--- src/rtl/sop_sequencer.sv ---
module sop_sequencer #(
  parameter int ADDR_W = 32,
  parameter int CNT_W  = 16,
  parameter int CYC_W  = 32
) (
  input  logic              clk,
  input  logic              rst_n,
  input  logic              start,
  input  logic [ADDR_W-1:0] base_a,
  input  logic [ADDR_W-1:0] base_b,
  input  logic [CNT_W-1:0]  elem_count,
  input  logic [1:0]        elem_size,
  input  logic [31:0]       init_lo,
  input  logic [31:0]       init_mid,
  input  logic [31:0]       init_hi,
  output logic              mem_req,
  output logic [ADDR_W-1:0] mem_addr,
  input  logic [31:0]       mem_rdata,
  output logic              busy,
  output logic              done,
  output logic [31:0]       sum_lo,
  output logic [31:0]       sum_mid,
  output logic [31:0]       sum_hi,
  output logic              flag_ovf,
  output logic              flag_sign,
  output logic [CYC_W-1:0]  cycle_est
);

  typedef enum logic [2:0] {S_IDLE, S_RDA, S_RDB, S_MAC, S_FIN} state_t;

  state_t            state;
  logic [ADDR_W-1:0] ptr_a, ptr_b;
  logic [CNT_W-1:0]  cnt;
  logic [1:0]        size_q;
  logic [31:0]       opa;
  logic [95:0]       acc;

  function automatic logic [31:0] widen(input logic [31:0] w, input logic [1:0] sz);
    case (sz)
      2'd0:    widen = {{24{w[7]}}, w[7:0]};
      2'd1:    widen = {{16{w[15]}}, w[15:0]};
      default: widen = w;
    endcase
  endfunction

  function automatic logic [CYC_W-1:0] est(input logic [CNT_W-1:0] n, input logic [1:0] sz);
    logic [CYC_W-1:0] m;
    m = CYC_W'(n);
    case (sz)
      2'd0:    est = CYC_W'(6) + (m << 2);
      2'd1:    est = CYC_W'(6) + CYC_W'(5) * (m >> 1) + ((m & CYC_W'(1)) << 2);
      default: est = CYC_W'(6) + CYC_W'(7) * (m >> 2) + ((m & CYC_W'(3)) << 2);
    endcase
  endfunction

  logic [2:0]        step3;
  logic [ADDR_W-1:0] step;
  logic [31:0]       opb;
  logic signed [63:0] prod;
  logic [95:0]       acc_next;
  logic [31:0]       fin_hi;

  assign step3    = (size_q == 2'd0) ? 3'd1 : (size_q == 2'd1) ? 3'd2 : 3'd4;
  assign step     = {{(ADDR_W-3){1'b0}}, step3};
  assign opb      = widen(mem_rdata, size_q);
  assign prod     = $signed(opa) * $signed(opb);
  assign acc_next = acc + {{32{prod[63]}}, prod};
  assign fin_hi   = {{16{acc[79]}}, acc[79:64]};

  assign busy     = (state != S_IDLE);
  assign mem_req  = (state == S_RDA) || (state == S_RDB);
  assign mem_addr = (state == S_RDB) ? ptr_b : ptr_a;
  assign sum_lo   = acc[31:0];
  assign sum_mid  = acc[63:32];
  assign sum_hi   = acc[95:64];

  always_ff @(posedge clk or negedge rst_n) begin
    if (!rst_n) begin
      state     <= S_IDLE;
      ptr_a     <= '0;
      ptr_b     <= '0;
      cnt       <= '0;
      size_q    <= '0;
      opa       <= '0;
      acc       <= '0;
      done      <= 1'b0;
      flag_ovf  <= 1'b0;
      flag_sign <= 1'b0;
      cycle_est <= '0;
    end else begin
      done <= 1'b0;
      case (state)
        S_IDLE: if (start) begin
          ptr_a     <= base_a;
          ptr_b     <= base_b;
          cnt       <= elem_count;
          size_q    <= elem_size;
          acc       <= {init_hi, init_mid, init_lo};
          cycle_est <= est(elem_count, elem_size);
          flag_ovf  <= 1'b0;
          flag_sign <= 1'b0;
          state     <= (elem_count == '0) ? S_FIN : S_RDA;
        end
        S_RDA: state <= S_RDB;
        S_RDB: begin
          opa   <= opb;
          state <= S_MAC;
        end
        S_MAC: begin
          acc   <= acc_next;
          ptr_a <= ptr_a + step;
          ptr_b <= ptr_b + step;
          cnt   <= cnt - 1'b1;
          state <= (cnt == CNT_W'(1)) ? S_FIN : S_RDA;
        end
        S_FIN: begin
          acc[95:64] <= fin_hi;
          flag_sign  <= fin_hi[31];
          flag_ovf   <= (fin_hi != 32'd0) && (fin_hi != 32'hFFFF_FFFF);
          done       <= 1'b1;
          state      <= S_IDLE;
        end
        default: state <= S_IDLE;
      endcase
    end
  end

  assert_req_in_run_R2: assert property (@(posedge clk) disable iff (!rst_n)
    mem_req |-> busy);
  assert_ptr_step_R3: assert property (@(posedge clk) disable iff (!rst_n)
    (state == S_MAC) |=> (ptr_a == $past(ptr_a) + $past(step)) && (ptr_b == $past(ptr_b) + $past(step)));
  assert_done_pulse_R11: assert property (@(posedge clk) disable iff (!rst_n)
    done |=> !done);
  assert_done_idle_R1: assert property (@(posedge clk) disable iff (!rst_n)
    done |-> !busy);
  assert_start_ignored_R1: assert property (@(posedge clk) disable iff (!rst_n)
    (busy && $past(busy)) |-> $stable(cycle_est));
  assert_top_sext_R6: assert property (@(posedge clk) disable iff (!rst_n)
    done |-> (sum_hi[31:16] == {16{sum_hi[15]}}));
  assert_sign_flag_R7: assert property (@(posedge clk) disable iff (!rst_n)
    done |-> (flag_sign == sum_hi[31]));
  assert_ovf_flag_R8: assert property (@(posedge clk) disable iff (!rst_n)
    done |-> (flag_ovf == ((sum_hi != 32'd0) && (sum_hi != 32'hFFFF_FFFF))));

endmodule

--- config.mk ---
export PLATFORM = sky130hd
export DESIGN_NAME = sop_sequencer
export DESIGN_NICKNAME = d
export VERILOG_FILES = /design/src/rtl/sop_sequencer.sv
export SDC_FILE = /design/constraint.sdc
export NUM_CORES = 2
export LEC_CHECK = 0
export BUFFER_PORTS_ARGS = -buffer_cell sky130_fd_sc_hd__buf_2
export CORE_ASPECT_RATIO = 0.7
export CORE_UTILIZATION = 32
export CTS_BUF_LIST = sky130_fd_sc_hd__clkbuf_4
export DETAILED_ROUTE_END_ITERATION = 8
export GPL_TIMING_DRIVEN = 0
export PLACE_DENSITY = 0.56
export SLEW_MARGIN = 5
export SYNTH_ARGS = -nofsm -noshare
export SYNTH_HDL_FRONTEND = slang
export SYNTH_SLANG_ARGS = --single-unit
--- constraint.sdc ---
create_clock -name clk -period 17.7 [get_ports clk]
set_input_delay 0.885 -clock clk [delete_from_list [all_inputs] [get_ports clk]]
set_output_delay 0.885 -clock clk [all_outputs]
set_load 0.1 [all_outputs]
==> metrics.yaml <==
run_status: "finished, final reports clean"
clockBufferDepth: 3
clock.fmax_mhz: 61.7
grt_usage_pct: 26.9
yosysTopAreaCell: "fa_1"
hold_path_startpoint: "base_a[19]"
ys.flop_type: "dfrtp_1"
crit_arrival_ns: 17.07
start_kind: "register"
drive_gt1_share_pct: 8.69
area_delta_synth_final_pct: 10.7
avgViaCountPerCell: 5.36
critPathMaxFanout: 10
synthCells: 6357
relSlewSlack_pct: 3.87
cts_tree: "built"
layout_common_cells: "fa_1 (1101), inv_1 (1058), nand2_1 (907)"
max_stage_delay_ns: 1.04
synth_enable_flop_cells: 0
hold_viol_final: 0
grt_pass1_wl_um: 347000
crit_type: "register to register"
gp_routability_congestion: 1.02
die_x_um: 504
synthArstFlopShare_pct: 100
hold_path_end: "ptr_a[19]"
ant_nets: 0
drc: 0
finalHoldWorstSlack_ns: 0.0941
tightest_slew_ns: 1.44
mostFrequentLayoutCell: "fa_1"
synth.cell_area_um2: 56400
cts.repair.resized: 0
post_drt_wl_per_cell_um: 26.2
worst_ep_required_time_ns: 18.57
maxSlewViolCount: 0
cts_made_buffers: 73
pin_count: 378
clockRootBuffer: "clkbuf_4"
initial_core_util_pct: 32.3
io_buffer_count: 363
setup_tns_ns: 0
first_pass_iters: 8
ys_seq_area_share_pct: 10.4
nets: 8548
rows: 128
critPathSlowestCell: "clkbuf_1"
synth_cell_types: 86
core_area_um2: 175000
min_delay_path_depth: 3
grt_pass1_vias: 48200
r2r_end: "acc[91]"
clock_latency_ns: 1.09
vias: 49600
h-tree-depth: 3
overflow: 0
grt_max_degree: 82
wl_um: 242000
die-area_um2: 178000
setup_viol: 0
grt_setup_unrepaired: "false"
cts_setup_buffers: 0
rr_startpoint: "size_q[0]"
pre_cts_ws_ns: 1.56
r2r_slack_ns: 1.50
cp-end-kind: "register"
fin_skew_ns: 0.105
syn_avg_cell_area_um2: 8.88
yosys_register_bits: 235
synth_warnings: 0
cpMostUsedCell: "fa_1"
final_area_um2: 62500
ff2ff_path_depth: 43
fin_crit_sh_pct: 91.5
antenna_found_initial: 40
maxCapViolCount: 0
yosys.area.top_type_share_pct: 39.1
period_minus_slack_ns: 16.20
cts.sinks: 235
clkTransAtPathRegs_ns: 0.07
min_path_type: "input pin to register"
die_y_um: 353
setup_ws_ns: 1.50
hpwl_um: 208000
synthTopCellsByArea: "fa_1 (39%), dfrtp_1 (10%), ha_1 (9.1%), inv_1 (7.0%), nand2_1 (6.0%)"
drt_iter0_markers: 5918
place_area_um2: 61400
[sequential cells by signal, summed over array words and instances, names as in the netlist]
name / cells
acc: 96
cnt: 16
cycle_est: 19
done: 1
flag_ovf: 1
flag_sign: 1
opa: 32
ptr_a: 32
ptr_b: 32
size_q: 2
state: 3
[cells in the mapped netlist, drive strengths merged (82+ instances only)]
master     n
nand2    907
o21ai    215
nor2     220
and2     422
dfrtp    235
and3     103
a21oi    332
a21o      82
fa      1102
nor2b     86
inv     1058
clkbuf   300
ha       409
xnor2    128
[per-layer routing]
layer | share of wire [%] | global-route usage (%) | up-vias
met4 | 2.9 | 7.06 | 8
met3 | 12 | 7.47 | 313
li1 | - | - | 21000
met2 | 38 | 35.3 | 2734
met5 | 0.11 | 0.917 | -
met1 | 46 | 41.9 | 25500
[metrics by stage]
step | util [%] | cells
finish | 35.8 | 9237
global route | 35.8 | 9228
CTS | 35.8 | 9218
detailed placement | 35.2 | 9079
global placement | 35.1 | 9072
floorplan | - | 6369
[kinds of logic (layout without fill, tap and decap cells)]
family / Yosys count / in the layout / share of synthesized area, %
and+or+nand+nor: 2000 / 2000 / 17.0
adders and majority gates: 1511 / 1511 / 48.2
buffers and inverters: 1392 / 1901 / 9.36
AOI/OAI and AO/OA: 958 / 958 / 10.7
DFF: 235 / 235 / 10.4
xor gates and xnor gates: 195 / 195 / 3.04
muxes: 65 / 65 / 1.26
other: 1 / 32 / 0.00664
[worst max-delay path, delay by kind of cell (launching register included)]
| family | cells | cell delay, ns |
|---|---|---|
| flip-flops | 1 | 0.62 |
| adder cells (fa/ha/maj) | 10 | 4.68 |
| XOR/XNOR | 2 | 1.14 |
| AO/OA/AOI/OAI | 12 | 4.06 |
| buffers and inverters | 6 | 1.28 |
| AND/OR/NAND/NOR | 13 | 4.15 |
[timing repair]
item / 4_1_cts / 5_1_grt
endpoints found under the hold margin: 94 / 0
hold buffers: 10 / 0
setup endpoints to repair: 0 / 0
[worst max path at each step]
stage	startpoint	end	slack, ns	cells after the start
floorplan	mem_rdata[7]	acc[95]	5.99	41
global placement	mem_rdata[7]	acc[95]	0.36	41
detailed placement	mem_rdata[7]	acc[95]	1.56	41
CTS	size_q[0]	acc[91]	2.07	42
global route	size_q[1]	acc[91]	0.95	42
finish	size_q[0]	acc[91]	1.50	43
[cell type report]
| class | count | area (µm²) |
|---|---|---|
| flip-flops and latches | 235 | 5880 |
| inverters | 1060 | 3980 |
| plain buffers | 332 | 1310 |
| well taps | 2340 | 2930 |
| multi-input cells | 4742 | 45400 |
| diodes | 19 | 47.5 |
| clock inverters | 33 | 218 |
| fillers | 18400 | 112000 |
| clock buffers | 96 | 721 |
| repair buffers | 380 | 2070 |
Power is not shown: default switching activity piles up to over one toggle a cycle in this logic, so the estimate is an artifact.
